$ cat config.mk
export PLATFORM = sky130hd
export DESIGN_NAME = hsem_bank
export DESIGN_NICKNAME = d
export VERILOG_FILES = /design/src/rtl/hsem_pkg.sv /design/src/rtl/hsem_port_decode.sv /design/src/rtl/hsem_cell.sv /design/src/rtl/hsem_read_port.sv /design/src/rtl/hsem_bank.sv
export SDC_FILE = /design/constraint.sdc
export NUM_CORES = 1
export LEC_CHECK = 0
export ABC_CLOCK_PERIOD_IN_PS = 7020
export BUFFER_PORTS_ARGS = -buffer_cell sky130_fd_sc_hd__buf_2
export CORE_MARGIN = 10
export CORE_UTILIZATION = 60
export CTS_BUF_LIST = sky130_fd_sc_hd__clkbuf_4 sky130_fd_sc_hd__clkbuf_8 sky130_fd_sc_hd__clkbuf_16
export CTS_CLUSTER_DIAMETER = 100
export DETAILED_ROUTE_END_ITERATION = 10
export PLACE_DENSITY = 0.79
export SYNTH_ARGS = -nofsm -noshare
export SYNTH_HDL_FRONTEND = slang
export SYNTH_HIERARCHICAL = 1
export SYNTH_SLANG_ARGS = --single-unit
export TNS_END_PERCENT = 100
$ cat constraint.sdc
create_clock -name clk -period 7.02 [get_ports clk]
set_input_delay 0.702 -clock clk [delete_from_list [all_inputs] [get_ports clk]]
set_output_delay 0.702 -clock clk [all_outputs]
set_load 0.02 [all_outputs]
$ cat src/rtl/hsem_pkg.sv
package hsem_pkg;

  localparam int DATA_W   = 32;
  localparam int LOCK_POS = 31;

  typedef enum logic [1:0] {
    WR_NONE = 2'd0,
    WR_LOCK = 2'd1,
    WR_REL  = 2'd2
  } wr_kind_e;

  // Bits that may legally be non-zero in a semaphore word
  function automatic logic [DATA_W-1:0] live_mask(input int id_w, input int id_lsb);
    logic [DATA_W-1:0] m;
    m = '0;
    m[LOCK_POS] = 1'b1;
    for (int b = 0; b < id_w; b++) m[id_lsb + b] = 1'b1;
    return m;
  endfunction

endpackage

$ cat src/rtl/hsem_port_decode.sv
module hsem_port_decode
  import hsem_pkg::*;
#(
  parameter int ADDR_W  = 8,
  parameter int NUM_SEM = 32,
  parameter int ID_W    = 4,
  parameter int ID_LSB  = 8,
  localparam int IDX_W  = $clog2(NUM_SEM)
) (
  input  logic [ADDR_W-1:0] addr,
  input  logic              we,
  input  logic [DATA_W-1:0] wdata,
  input  logic [ID_W-1:0]   mid,
  output logic              in_win,
  output logic [IDX_W-1:0]  idx,
  output wr_kind_e          kind
);

  localparam logic [DATA_W-1:0] LIVE = live_mask(ID_W, ID_LSB);

  logic aligned;
  logic upper_zero;
  logic id_match;
  logic clean;

  always_comb begin
    aligned    = (addr[1:0] == 2'b00);
    upper_zero = (addr[ADDR_W-1:IDX_W+2] == '0);
    idx        = addr[IDX_W+1:2];
    in_win     = aligned && upper_zero && (int'(idx) < NUM_SEM);
    id_match   = (wdata[ID_LSB +: ID_W] == mid);
    clean      = ((wdata & ~LIVE) == '0);
    kind       = WR_NONE;
    if (we && in_win && id_match && clean) begin
      kind = wdata[LOCK_POS] ? WR_LOCK : WR_REL;
    end
  end

endmodule

$ cat src/rtl/hsem_cell.sv
module hsem_cell
  import hsem_pkg::*;
#(
  parameter int NPORT   = 2,
  parameter int ID_W    = 4,
  parameter int IDX_W   = 5,
  parameter int SEM_IDX = 0
) (
  input  logic                        clk,
  input  logic                        rst_n,
  input  wr_kind_e [NPORT-1:0]        port_kind,
  input  logic [NPORT-1:0][IDX_W-1:0] port_idx,
  input  logic [NPORT-1:0][ID_W-1:0]  port_mid,
  output logic                        held,
  output logic [ID_W-1:0]             owner
);

  localparam logic [IDX_W-1:0] MY_IDX = IDX_W'(SEM_IDX);

  wr_kind_e        sel_kind;
  logic [ID_W-1:0] sel_mid;
  logic            held_q, held_d;
  logic [ID_W-1:0] owner_q, owner_d;
  logic            upd;

  // Fixed priority: lowest port index addressing this semaphore wins
  always_comb begin
    sel_kind = WR_NONE;
    sel_mid  = '0;
    for (int p = NPORT - 1; p >= 0; p--) begin
      if (port_kind[p] != WR_NONE && port_idx[p] == MY_IDX) begin
        sel_kind = port_kind[p];
        sel_mid  = port_mid[p];
      end
    end
  end

  always_comb begin
    held_d  = held_q;
    owner_d = owner_q;
    upd     = 1'b0;
    case (sel_kind)
      WR_LOCK: begin
        if (!held_q) begin
          held_d  = 1'b1;
          owner_d = sel_mid;
          upd     = 1'b1;
        end
      end
      WR_REL: begin
        if (held_q && owner_q == sel_mid) begin
          held_d = 1'b0;
          upd    = 1'b1;
        end
      end
      default: ;
    endcase
  end

  always_ff @(posedge clk or negedge rst_n) begin
    if (!rst_n) begin
      held_q  <= 1'b0;
      owner_q <= '0;
    end else if (upd) begin
      held_q  <= held_d;
      owner_q <= owner_d;
    end
  end

  assign held  = held_q;
  assign owner = owner_q;


  take_free_chk: assert property (@(posedge clk) disable iff (!rst_n)
    (!held_q && sel_kind == WR_LOCK) |=> (held_q && owner_q == $past(sel_mid)));


  held_keep_chk: assert property (@(posedge clk) disable iff (!rst_n)
    (held_q && sel_kind != WR_REL) |=> (held_q && owner_q == $past(owner_q)));


  foreign_rel_chk: assert property (@(posedge clk) disable iff (!rst_n)
    (held_q && sel_kind == WR_REL && sel_mid != owner_q) |=> held_q);

endmodule

$ cat src/rtl/hsem_read_port.sv
module hsem_read_port
  import hsem_pkg::*;
#(
  parameter int NUM_SEM = 32,
  parameter int ID_W    = 4,
  parameter int ID_LSB  = 8,
  parameter int IDX_W   = 5
) (
  input  logic                          clk,
  input  logic                          rst_n,
  input  logic                          rd_en,
  input  logic                          in_win,
  input  logic [IDX_W-1:0]              idx,
  input  logic [NUM_SEM-1:0]            held,
  input  logic [NUM_SEM-1:0][ID_W-1:0]  owner,
  output logic [DATA_W-1:0]             rdata
);

  localparam logic [DATA_W-1:0] LIVE = live_mask(ID_W, ID_LSB);

  logic [DATA_W-1:0] word_d;
  logic [DATA_W-1:0] rdata_q;

  always_comb begin
    word_d = '0;
    if (in_win && held[idx]) begin
      word_d[LOCK_POS]          = 1'b1;
      word_d[ID_LSB +: ID_W]    = owner[idx];
    end
  end

  always_ff @(posedge clk or negedge rst_n) begin
    if (!rst_n) begin
      rdata_q <= '0;
    end else if (rd_en) begin
      rdata_q <= word_d;
    end
  end

  assign rdata = rdata_q;


  oob_read_chk: assert property (@(posedge clk) disable iff (!rst_n)
    (rd_en && !in_win) |=> (rdata_q == '0));


  dead_bits_chk: assert property (@(posedge clk) disable iff (!rst_n)
    ((rdata_q & ~LIVE) == '0));


  free_zero_chk: assert property (@(posedge clk) disable iff (!rst_n)
    (!rdata_q[LOCK_POS]) |-> (rdata_q == '0));

endmodule

$ cat src/rtl/hsem_bank.sv
module hsem_bank
  import hsem_pkg::*;
#(
  parameter int NPORT   = 2,
  parameter int NUM_SEM = 32,
  parameter int ADDR_W  = 8,
  parameter int ID_W    = 4,
  parameter int ID_LSB  = 8
) (
  input  logic                          clk,
  input  logic                          rst_n,
  input  logic [NPORT-1:0][ADDR_W-1:0]  bus_addr,
  input  logic [NPORT-1:0]              bus_we,
  input  logic [NPORT-1:0][31:0]        bus_wdata,
  input  logic [NPORT-1:0]              bus_re,
  input  logic [NPORT-1:0][ID_W-1:0]    bus_mid,
  output logic [NPORT-1:0][31:0]        bus_rdata
);

  localparam int IDX_W = $clog2(NUM_SEM);

  // Reset: asserted asynchronously, released on a clock edge
  logic rst_q1, rst_q2;
  logic rst_n_int;

  always_ff @(posedge clk or negedge rst_n) begin
    if (!rst_n) begin
      rst_q1 <= 1'b0;
      rst_q2 <= 1'b0;
    end else begin
      rst_q1 <= 1'b1;
      rst_q2 <= rst_q1;
    end
  end

  assign rst_n_int = rst_q2;

  wr_kind_e [NPORT-1:0]           port_kind;
  logic [NPORT-1:0][IDX_W-1:0]    port_idx;
  logic [NPORT-1:0]               port_win;
  logic [NUM_SEM-1:0]             sem_held;
  logic [NUM_SEM-1:0][ID_W-1:0]   sem_owner;

  for (genvar p = 0; p < NPORT; p++) begin : g_port
    hsem_port_decode #(
      .ADDR_W (ADDR_W),
      .NUM_SEM(NUM_SEM),
      .ID_W   (ID_W),
      .ID_LSB (ID_LSB)
    ) u_dec (
      .addr  (bus_addr[p]),
      .we    (bus_we[p]),
      .wdata (bus_wdata[p]),
      .mid   (bus_mid[p]),
      .in_win(port_win[p]),
      .idx   (port_idx[p]),
      .kind  (port_kind[p])
    );

    hsem_read_port #(
      .NUM_SEM(NUM_SEM),
      .ID_W   (ID_W),
      .ID_LSB (ID_LSB),
      .IDX_W  (IDX_W)
    ) u_rd (
      .clk   (clk),
      .rst_n (rst_n_int),
      .rd_en (bus_re[p]),
      .in_win(port_win[p]),
      .idx   (port_idx[p]),
      .held  (sem_held),
      .owner (sem_owner),
      .rdata (bus_rdata[p])
    );
  end

  for (genvar s = 0; s < NUM_SEM; s++) begin : g_sem
    hsem_cell #(
      .NPORT  (NPORT),
      .ID_W   (ID_W),
      .IDX_W  (IDX_W),
      .SEM_IDX(s)
    ) u_cell (
      .clk      (clk),
      .rst_n    (rst_n_int),
      .port_kind(port_kind),
      .port_idx (port_idx),
      .port_mid (bus_mid),
      .held     (sem_held[s]),
      .owner    (sem_owner[s])
    );
  end

endmodule

After elaboration in Yosys (flattened, before gate mapping)

Cells that the tools add are included.

Bits in registers: 172
Input port bits: 94
Output and inout bits: 64
Word-level logic and storage cells: 810

$lt $le $gt $ge: 2
Equality and inequality tests: 192
Muxes and demuxes: 304
Bitwise gates (word level): 34
Reductions and logical operators: 210

Operators with widths:

| cell                                                        | number |
|---|---|
| 2-to-1 mux 4 bit                                            | 68 |
| AND reduction 3 bit                                         | 64 |
| equality test 5 bit (second input constant)                 | 32 |
| equality test 4 bit                                         | 34 |
| 2-to-1 mux 2 bit                                            | 68 |
| case mux 1 bit (2 select lines)                             | 64 |
| logical AND 1 bit                                           | 106 |
| 2-to-1 mux 1 bit                                            | 100 |
| equality test 5 x 4 -> 1 bit (second input constant)        | 16 |
| nonzero test 2 bit                                          | 34 |
| equality test 2 x 1 -> 1 bit (second input constant)        | 32 |
| equality test 2 bit (second input constant)                 | 32 |
| logical NOT 32 bit                                          | 2 |
| inequality test 2 x 1 -> 1 bit (second input constant)      | 32 |
| binary-select mux 4 bit (select 5 bit)                      | 2 |
| equality test 5 x 3 -> 1 bit (second input constant)        | 8 |
| inverter 1 bit                                              | 34 |
| equality test 5 x 2 -> 1 bit (second input constant)        | 4 |
| less-than comparator 5 x 6 -> 1 bit (second input constant) | 2 |
| binary-select mux 1 bit (select 5 bit)                      | 2 |
| equality test 5 x 1 -> 1 bit (second input constant)        | 2 |
| logical NOT 5 bit                                           | 2 |
| logical NOT 2 bit                                           | 2 |

Logic depth before layout (Yosys ltp)

Gate-level depths: netlist of run 1.

Depth after elaboration: 15
Gate-level depth with buffers: 14
Mapped depth without buffers: 14

By module

Netlist of run 1, hierarchy kept.

Modules (own cells, without submodules):

| module                            | times used | cells each | area an instance (um^2) | seq. area each (um^2) |
|---|---|---|---|---|
| hsem_read_port                    | 2          | 156        | 1775.5                  | 125.1 |
| hsem_cell at g_sem[10].u_cell ... | 5          | 48         | 430.4                   | 125.1 |
| hsem_cell at g_sem[21].u_cell ... | 4          | 49         | 466.7                   | 125.1 |
| hsem_cell at g_sem[1].u_cell ...  | 4          | 49         | 392.9                   | 125.1 |
| hsem_cell at g_sem[29].u_cell ... | 2          | 49         | 431.7                   | 125.1 |
| hsem_cell at g_sem[23].u_cell ... | 2          | 48         | 426.7                   | 125.1 |
| hsem_cell at g_sem[17].u_cell ... | 2          | 49         | 425.4                   | 125.1 |
| hsem_cell at g_sem[20].u_cell ... | 2          | 49         | 424.2                   | 125.1 |
| hsem_cell at g_sem[11].u_cell ... | 2          | 49         | 422.9                   | 125.1 |
| hsem_cell at g_sem[13].u_cell ... | 2          | 48         | 410.4                   | 125.1 |
| hsem_cell at g_sem[3].u_cell      | 1          | 49         | 442.9                   | 125.1 |
| hsem_cell at g_sem[19].u_cell     | 1          | 47         | 439.2                   | 125.1 |
| hsem_cell at g_sem[28].u_cell     | 1          | 49         | 430.4                   | 125.1 |
| hsem_cell at g_sem[0].u_cell      | 1          | 49         | 411.6                   | 125.1 |
| 5 more rows                       | -          | -          | -                       | - |

Worst setup path before layout of run 1

OpenSTA, ideal clock, no wires.

Path kind: input to register
Start: input bus_wdata[23] (netlist name)
End: register g_sem[18].u_cell.owner_q[2]
Setup time: 0.077 ns
Arrival time: 9.838 ns
Data required time: 6.943 ns
Setup slack: -2.896 ns
Stages on the path: 14
Path buffers: 0
Path through: nor4_2 nand4_1 nor4_1 o21ai_0 or2_4 and2_2 a22oi_1 inv_1 ha_1 inv_1 nand2_1 nor2_1 nor2_1 a21oi_1

RTL lines:

| item                   | RTL line        | source |
|---|---|---|
| start: declaration     | hsem_bank.sv:14 | `input logic [NPORT-1:0][31:0] bus_wdata,` |
| end signal: assignment | hsem_cell.sv:66 | `owner_q <= owner_d;` |
| end: declaration       | hsem_cell.sv:23 | `logic [ID_W-1:0] owner_q, owner_d;` |

==> impl.org, run 1 <==
** Outcome
- Outcome :: finished clean

** Finish
- Ant. Diodes :: 0
- Layout filler cell count :: 2,289
- In the final design database the tool counted 2,184 nets.
- Total non-filler cell area in the finished layout :: 19,050 µm²
- The count of cells in the finished layout, fillers not included, comes to about 2,400.
- Area of combinational cells with multiple inputs :: roughly 12,000 µm²
- Storage cell area :: around 4300 µm²
- Cells fill between 60% and 70% of the core in the end.
- Relative to the synthesized area, the layout overhead comes to 8.385%.
- Share of layout cells above drive strength 1 :: 22.37%

** Drt
- Dividing the detail-routed wire length by the instance count gives approximately 23 µm.
- Post-Route WL :: approximately 56 mm
- The detail route stage leaves a number of antenna-violating nets equal to 0.
- After detailed routing, the number of remaining DRC violations is 0.
- In this run, the number of DRC markers left after iteration 0 of detailed routing was between 2,000 and 2,500.
- First drt pass iteration count :: 6
- Vias after detailed routing :: 16,082
- Using the TritonRoute via totals, the vias-per-cell ratio works out to between 6 and 7.

** Timing
- After layout, the minimum clock period comes to 4659 ps.
- Final Max Tran Viols :: 0
- Actual transition at the worst max-transition pin :: 1005 ps
- Setup violations remaining at the end of the flow were counted as 0.
- Worst slew margin relative to its limit :: about a third
- In the finished design, the share of the clock period the worst path needs comes to between 60% and 70%.
- On the final layout, the worst hold slack is ~23 ps.
- Summed over all failing endpoints, the final setup total negative slack is 0 ps.
- Unrepaired setup endpoints after global routing :: no
- Between clock sinks in the finished design, the worst skew comes to around 14 ps.
- Hold violation total from the final report :: 0
- Achievable frequency :: around 210 MHz
- Setup slack of the critical path after layout :: 2361 ps

** Synthesis
- Cells after Synth :: around 1,900
- Mean instance size in the synthesized netlist :: 9.170 µm²
- In the synthesized netlist the dominant register cell turns out to be sky130_fd_sc_hd__dfrtp_1.
- For this run, asynchronously set or reset flops after synthesis account for 100.0%.
- Among all cell types in the netlist, the one instantiated most often is sky130_fd_sc_hd__nor2_1.
- Yosys top cell area share :: 24.49%
- Top cells by instance count after synthesis :: sky130_fd_sc_hd__nor2_1 (301), sky130_fd_sc_hd__dfrtp_1 (172), sky130_fd_sc_hd__inv_1 (171)
- Netlist area before placement :: between 15,000 and 20,000 µm²
- By area the synthesized netlist is led by sky130_fd_sc_hd__dfrtp_1 (24%), sky130_fd_sc_hd__mux4_2 (7.9%), sky130_fd_sc_hd__nor2_1 (6.4%).
- In this run, synthesis inferred 0 flip-flops with an integrated enable.
- Yosys printed 6 warnings.
- After synthesis, flip-flops and latches occupy about a quarter of the total area.
- Yosys top cell by area :: sky130_fd_sc_hd__dfrtp_1
- Netlist cell types :: just over 80
- Flops & latches, synth :: between 150 and 200

** Clock tree
- The root buffer cell chosen for the clock tree is sky130_fd_sc_hd__clkbuf_16.
- Reg clk slew, reported paths :: 70 ps
- Number of levels in the clock H-tree :: 4
- Number of sinks driven by the clock tree :: 172
- Clock buffers created by TritonCTS :: 17
- Post-CTS resize count :: 0
- Buffer count from post-CTS setup fixing :: 0
- Counting along the longest clock path gives a buffer depth of 2.
- Total of hold buffers inserted after clock tree synthesis :: 0
- TritonCTS clock tree :: built
- At the later pin of the worst-skew pair, clock insertion delay measures 460 ps.

** Die
- From bottom edge to top edge, the die measures between 150 and 200 µm.
- Measured along the x axis, the die boundary spans ~190 µm.
- The floorplan has 62 rows.
- During I/O placement, the number of pins put on the boundary was 158.
- DIE AREA :: ~37,000 µm²
- Core area :: 28,780 µm²
- Initial Util :: about three fifths

** Placement
- Including well taps, the total number of placed cells is about 2,400.
- The HPWL after detailed placement is between 30 and 40 mm.
- RD Place Congestion :: 0.8959
- Cell area reported after detailed placement :: roughly 18,000 µm²
- # port buffers :: roughly 100
- Placement-stage worst setup slack :: approximately 2000 ps

** Power and ir drop
- The design draws between 2 and 2.5 mW.
- Cell Pwr Density :: about 120 nW/µm²
- VDD sags by at most between 0.00015 and 0.0002 V.
- Summed over all cells, the static leakage comes to around 8.5 nW.

** Job
- Max-cap violations in this run came to 0.

** GRT
- The first global-routing pass estimated slightly below 90 mm of wire.
- Summed over all layers, the global routing overflow is 0.
- Entering global routing, the biggest net connects between 70 and 80 pins.
- For this run, the total global-route usage over all layers was measured as 30.40%.
- Via count of the first global-routing pass :: 15,736
- Number of antenna violations at the first check in global routing :: 0

** Critical path
- Critical Path AT :: 5030 ps
- STA classifies the critical path startpoint as a primary input.
- CP Max Fanout :: 33
- For the worst setup path, the data required time is ~7400 ps.
- Crit Path Category :: in -> reg
- The worst setup path is captured at a flip-flop.

** Min path
- The tightest min-delay check is of the in -> async type.
-- metal layers --
| layer | routed length [µm] | up-vias | GRT usage (%) |
|---|---|---|---|
| li1 | - | 7138 | - |
| met1 | 21540 | 7739 | 38.78 |
| met2 | 25670 | 976 | 47.47 |
| met3 | 6321 | 229 | 7.125 |
| met4 | 2867 | 0 | 15.32 |
| met5 | 0 | - | 0 |
-- layout make-up --
| cell class | count | share of cell area (%) |
|---|---|---|
| clock buffer | 20 | 2.450 |
| tap | 384 | 2.522 |
| inverter | 174 | 3.428 |
| multi-input combinational | 1531 | 64.20 |
| clock inverter | 11 | 0.7093 |
| sequential | 172 | 22.61 |
| timing repair buffer | 130 | 4.085 |
-- critical path, stage by stage --
cell	delay (ps)
sky130_fd_sc_hd__buf_2	80
sky130_fd_sc_hd__buf_4	540
sky130_fd_sc_hd__xnor2_1	190
sky130_fd_sc_hd__nand4_1	230
sky130_fd_sc_hd__nor4_4	800
sky130_fd_sc_hd__buf_4	450
sky130_fd_sc_hd__nor2_1	90
sky130_fd_sc_hd__or3_1	380
sky130_fd_sc_hd__nor4_1	350
sky130_fd_sc_hd__a22oi_1	160
sky130_fd_sc_hd__ha_1	340
sky130_fd_sc_hd__nand2b_1	160
sky130_fd_sc_hd__nor2_1	360
sky130_fd_sc_hd__nor2_1	80
sky130_fd_sc_hd__a21oi_1	130
-- cells in the final DEF, fill, tap and decap left out, types with 24 or more instances in the layout --
master	Yosys	layout
sky130_fd_sc_hd__nor2_1	301	301
sky130_fd_sc_hd__inv_1	171	171
sky130_fd_sc_hd__dfrtp_1	172	171
sky130_fd_sc_hd__a21oi_1	141	141
sky130_fd_sc_hd__buf_2	12	99
sky130_fd_sc_hd__nand2_1	74	74
sky130_fd_sc_hd__xnor2_1	72	72
sky130_fd_sc_hd__a22oi_1	67	67
sky130_fd_sc_hd__nor3_1	66	66
sky130_fd_sc_hd__xor2_1	64	64
sky130_fd_sc_hd__ha_1	64	64
sky130_fd_sc_hd__mux4_2	62	62
sky130_fd_sc_hd__mux2i_1	58	58
sky130_fd_sc_hd__conb_1	3	55
sky130_fd_sc_hd__o31a_2	41	41
sky130_fd_sc_hd__nand2b_1	31	31
sky130_fd_sc_hd__nand4b_1	31	31
sky130_fd_sc_hd__buf_4	68	27
sky130_fd_sc_hd__o221ai_1	24	24
-- power breakdown --
group / switching, mW / internal, mW / total (mW)
Clock: 0.450 / 0.556 / 1.01
Sequential: 0.00438 / 0.991 / 0.995
Combinational: 0.237 / 0.0933 / 0.330
-- state kept, by name, summed over array words and instances, names as in the netlist --
register            flops
g_sem.u_cell/owner    128
g_port.u_rd/rdata      10
rst_q1                  1
rst_n_int               1
g_sem.u_cell/held      32
-- path summary, 6_finish.rpt --
path	from	to	slack [ps]	cells past startpoint
hold reg to reg	rst_n_int	g_sem[5].u_cell/owner[1]	300	0
hold / removal	rst_n	rst_n_int	20	1
setup reg to reg	g_sem[5].u_cell/held	g_port[1].u_rd/rdata[10]	4680	5
max in group asynchronous	rst_n_int	g_sem[26].u_cell/owner[1]	5330	1
setup / recovery	bus_mid[4]	g_sem[12].u_cell/owner[3]	2360	15
min in group clk	rst_q1	rst_n_int	350	0
-- kinds of logic (layout without fill, tap and decap cells) --
family                     Yosys count  count (layout)  synth area share, %
and+or+nand+nor                    726             726                26.02
AOI/OAI and AO/OA                  416             416                18.05
buffers and inverters              266             335                7.388
DFF                                172             172                24.49
xor gates and xnor gates           136             136                6.776
muxes                              134             134                12.66
adders and majority gates           64              64                4.555
other                                3              55              0.06406
Power figures use the tool's default switching activity.
==> run 2, diff against run 1 <==
--- a/config.mk
+++ b/config.mk
@@ -5,14 +5,15 @@
 export SDC_FILE = /design/constraint.sdc
 export NUM_CORES = 1
 export LEC_CHECK = 0
-export ABC_CLOCK_PERIOD_IN_PS = 7020
+export ABC_AREA = 1
+export ABC_CLOCK_PERIOD_IN_PS = 4600
 export BUFFER_PORTS_ARGS = -buffer_cell sky130_fd_sc_hd__buf_2
 export CORE_MARGIN = 10
 export CORE_UTILIZATION = 60
 export CTS_BUF_LIST = sky130_fd_sc_hd__clkbuf_4 sky130_fd_sc_hd__clkbuf_8 sky130_fd_sc_hd__clkbuf_16
 export CTS_CLUSTER_DIAMETER = 100
 export DETAILED_ROUTE_END_ITERATION = 10
-export PLACE_DENSITY = 0.79
+export PLACE_DENSITY = 0.78
 export SYNTH_ARGS = -nofsm -noshare
 export SYNTH_HDL_FRONTEND = slang
 export SYNTH_HIERARCHICAL = 1
==> constraint.sdc (replaced) <==
create_clock -name clk -period 4.6 [get_ports clk]
set_input_delay 0.46 -clock clk [delete_from_list [all_inputs] [get_ports clk]]
set_output_delay 0.46 -clock clk [all_outputs]
set_load 0.02 [all_outputs]
==> run 2 against run 1 <==
- register-to-register slack got worse by 1700 ps
- worst setup slack got worse by 960 ps
- combinational power rose by 130%
- cell count rose by 79%
- utilization fell by 0.97 points
- clock skew fell by 0.51 ps
- die area rose by 22%
- count of clock-buffer cells in the layout rose by 5
- flip-flop and latch count did not move
- sequential share of layout area fell by 4.2 points
- global-route usage rose by 1.8 points
- critical path type unchanged
- critical endpoint is now g_sem[0].u_cell/owner[2]
- largest cell class unchanged
- highest routed layer unchanged
==> impl.org, run 2 <==
** Finish
- Layout-stage area growth over the synthesis result :: 6.604%
- After the last flow step, the layout net total stands at between 4,000 and 5,000.
- The library cell used most frequently in the layout, excluding fill and tap cells, is sky130_fd_sc_hd__nand2_1.
- The top cell types in the final layout, fill and taps aside, are sky130_fd_sc_hd__nand2_1 (1,146), sky130_fd_sc_hd__nand3_1 (743), sky130_fd_sc_hd__inv_1 (559).
- Flip-flop count of the largest register after layout :: between 100 and 150
- Share of layout cells above drive strength 1 :: between 10% and 20%
- Total non-filler cell area in the finished layout :: approximately 23,000 µm²
- 0 antenna diodes ended up in the layout.

** Power and ir drop
- For this design the ratio of total power to cell area is around 160 nW/µm².
- Max IR drop VDD :: between 0.0002 and 0.0003 V
- The share of total power dissipated in combinational logic is ~20%.
- The clock network accounts for about 40% of the total power.
- Switching Fraction :: between 30% and 40%
- In this run the static leakage power is 13.34 nW.
- Summed over all nets, the switching power comes to 1.266 mW.
- Power share of the sequential group :: between 30% and 40%
- Design internal power :: approximately 2.6 mW

** Min path
- The worst hold path belongs to the class reg -> async.

** Timing
- Final setup fails :: 0
- Setup repair after global routing left no endpoint under its margin.
- In the final timing run, aggregate negative setup slack is 0 ps.
- Worst-case clock skew :: 13.06 ps
- Actual transition at the worst max-transition pin :: roughly 1000 ps
- Tcrit/Tclk final :: roughly 70%
- The worst pin sits at a relative slew slack of a little under a third.
- The final-report hold violation count was 0.
- Static timing analysis puts the maximum clock frequency at between 300 and 400 MHz.
- Final Max Tran Viols :: 0
- Shortest period the worst path allows :: ~3200 ps

** Drt
- First drt pass iteration count :: 8
- Detailed routing inserted a total of around 24,000 vias.
- In this run the remaining antenna-violating nets after routing total 0.
- In the routed design, unresolved DRC markers number 0.
- Vias per inst :: about 5.6
- Dividing the detail-routed wire length by the instance count gives 16.92 µm.
- Post-Route WL :: between 70 and 80 mm
- Number of violations reported at the end of detailed-routing iteration 0 :: 2,671

** Die
- The initial utilization of the core area, before any placement, comes to between 60% and 70%.
- Die Width :: between 200 and 250 µm
- The die covers 44,580 µm².
- # rows :: a little under 70
- Core area :: between 30,000 and 40,000 µm²
- In this run the vertical extent of the chip is 211.1 µm.
- ~160 I/O pins were placed.

** Clock tree
- Clk root buf :: sky130_fd_sc_hd__clkbuf_16
- Number of levels in the clock H-tree :: 4
- The clock passes through at most 2 buffers.
- Reg clk slew, reported paths :: around 70 ps
- Clock buffers created by TritonCTS :: 17
- Clock insertion delay at the later pin of the skew report :: 470 ps
- TritonCTS built the clock tree.
- Number of sinks driven by the clock tree :: roughly 170

** Critical path
- At the worst endpoint, the arrival time is between 3000 and 4000 ps.
- CP Capture Type :: flip-flop
- STA classifies the critical path startpoint as a primary input.
- Worst endpoint required time :: roughly 5000 ps
- The most numerous cell type found on the critical path is sky130_fd_sc_hd__nand2_1.
- Worst Reg2Reg Path Length in Cells :: 10
- The setup path with the least slack is of type in -> reg.
- CP Max Fanout :: between 60 and 70
- Cells along the critical path :: buf_2 > inv_1 > nand2_1 > nand2_1 > nor2_1 > nand2_1 > nor2_1 > nand2_1 > nor2_4 > buf_12 > inv_1 > nand2_1 > nand2_1 > nor2_2 > nand2_1 > o21a_1 > ha_1 > inv_1 > nand2_1 > nor2_1 > nand3_1 > o21ai_0
- The largest single stage delay on the critical path is 390 ps.
- Gate family responsible for the most delay along the worst path :: simple AND/OR/NAND/NOR gates
- Number of buffer and inverter stages on the critical path :: 5
- Critical-path cell with the highest stage delay :: sky130_fd_sc_hd__nor2_1
- The critical path crosses 22 cells after its start point.

** Synthesis
- Among all flip-flop cells after synthesis, the most frequent one is sky130_fd_sc_hd__dfrtp_1.
- Flops & latches, synth :: ~170
- Yosys instantiated no cell more often than sky130_fd_sc_hd__nand2_1.
- The largest total area in the synthesized netlist belongs to sky130_fd_sc_hd__dfrtp_1.
- Netlist cell types :: between 40 and 50
- Post-synthesis sequential area ratio :: roughly a fifth
- The synthesized design contains 0 enable-type register cells.
- The cell area that synthesis handed to floorplanning was ~22,000 µm².
- Top cells by instance count after synthesis :: sky130_fd_sc_hd__nand2_1 (1,146), sky130_fd_sc_hd__nand3_1 (743), sky130_fd_sc_hd__inv_1 (559)
- Synthesis produced 3,757 cells.
- Share of synthesized registers carrying an async set or reset :: between 90% and 100%
- Mean instance size in the synthesized netlist :: between 5 and 6 µm²
- Yosys top cell area share :: between 10% and 20%
- Yosys attributes the largest share of cell area to sky130_fd_sc_hd__dfrtp_1 (20%), sky130_fd_sc_hd__nand2_1 (20%), sky130_fd_sc_hd__nand3_1 (17%).
- Warning count from the yosys run :: 6

** Placement
- At the end of routability-driven placement, the weighted congestion stood at 0.9765.
- # port buffers :: ~100
- Summed over all nets, the half-perimeter wirelength after detailed placement is roughly 48 mm.
- Cell area reported after detailed placement :: about 23,000 µm²

** GRT
- GRT overflow :: 0
- Number of antenna violations at the first check in global routing :: 0
- Via count of the first global-routing pass :: 21,542
- GRT Resource Usage Total :: 32.19%
- Global-route wire length before repair :: 114.9 mm
- Pin count of the biggest net entering global routing :: around 100

** Outcome
- Outcome :: finished clean

** Job
- Max-cap violations in this run came to 0.
## run 2: cell count changes after synthesis, sizes merged, moves of 71 or more
| cell | change |
|---|---|
| nand3b | +73 |
| nand3 | +752 |
| a21oi | -136 |
| inv | +410 |
| nor3 | -71 |
| o21ai | +123 |
| nand2 | +1185 |
| xnor2 | -72 |
| nor2 | +104 |
## run 2: cell type report
| type | count | area, µm² |
|---|---|---|
| timing repair buffer | 148 | 1003 |
| sequential | 172 | 4308 |
| multi-input combinational | 2916 | 14550 |
| clock buffer | 25 | 504.2 |
| tap | 461 | 576.8 |
| clock inverter | 7 | 87.58 |
| fill | 3573 | 12460 |
| inverter | 597 | 2335 |
## run 2: layer usage
metal	share of wire, %	track usage, %
met3	11	5.415
met2	44	50.22
met5	0	0
met1	41	42.40
met4	4.5	15.58
## run 2: path summary, 6_finish.rpt
kind / start / endpoint / slack (ps)
worst max register to register: g_sem[9].u_cell/held / g_port[1].u_rd/rdata[8] / 2940
worst min-delay path: rst_n_int / g_sem[13].u_cell/held / 110
max in group asynchronous: rst_n_int / g_sem[23].u_cell/owner[3] / 3360
min in group clk: bus_re[1] / g_port[1].u_rd/rdata[11] / 290
worst min register to register: rst_n_int / g_sem[13].u_cell/held / 110
worst max-delay path: bus_mid[4] / g_sem[0].u_cell/owner[2] / 1400
## run 2: power groups by stage
stage	logic (mW)	clock network (mW)	registers [mW]
detailed placement	0.740	0	1.55
global route	0.819	1.62	1.52
finish	0.770	1.55	1.52
global placement	0.734	0	1.55
CTS	0.744	1.57	1.52
floorplan	0.473	0	1.57
## run 2: through the flow
stage          power (mW)  utilization, %  worst slack, ps  hold WS, ps  instances
5_1_grt             3.957           65.22             1125        125.9       4326
6_report            3.840           65.22             1405        114.3       4326
4_1_cts             3.834           65.22             1483        119.8       4326
3_5_place_dp        2.287           63.54             1013        121.3       4293
3_3_place_gp        2.281           63.54             1091        119.8       4293
2_1_floorplan       2.043               -            460.8        164.4       3809
## run 2: timing repair
action,4_1_cts,5_1_grt
gates resized for setup,0,0
endpoints found under the hold margin,2,0
hold buffers,1,0
buffers inserted,0,0
## run 2: logic make-up after synthesis
family	count (synthesis)	synth area share [%]
simple gates	2546	54.61
buf+inv	721	15.00
compound gates	251	7.049
flops	172	19.63
fa+ha+maj	64	3.653
other cells	3	0.05137
## run 2: worst register-to-register path, delay by kind of cell (launching register included)
kind	cells	cell delay [ps]
flip-flops	1	430
AND/OR/NAND/NOR	10	1110
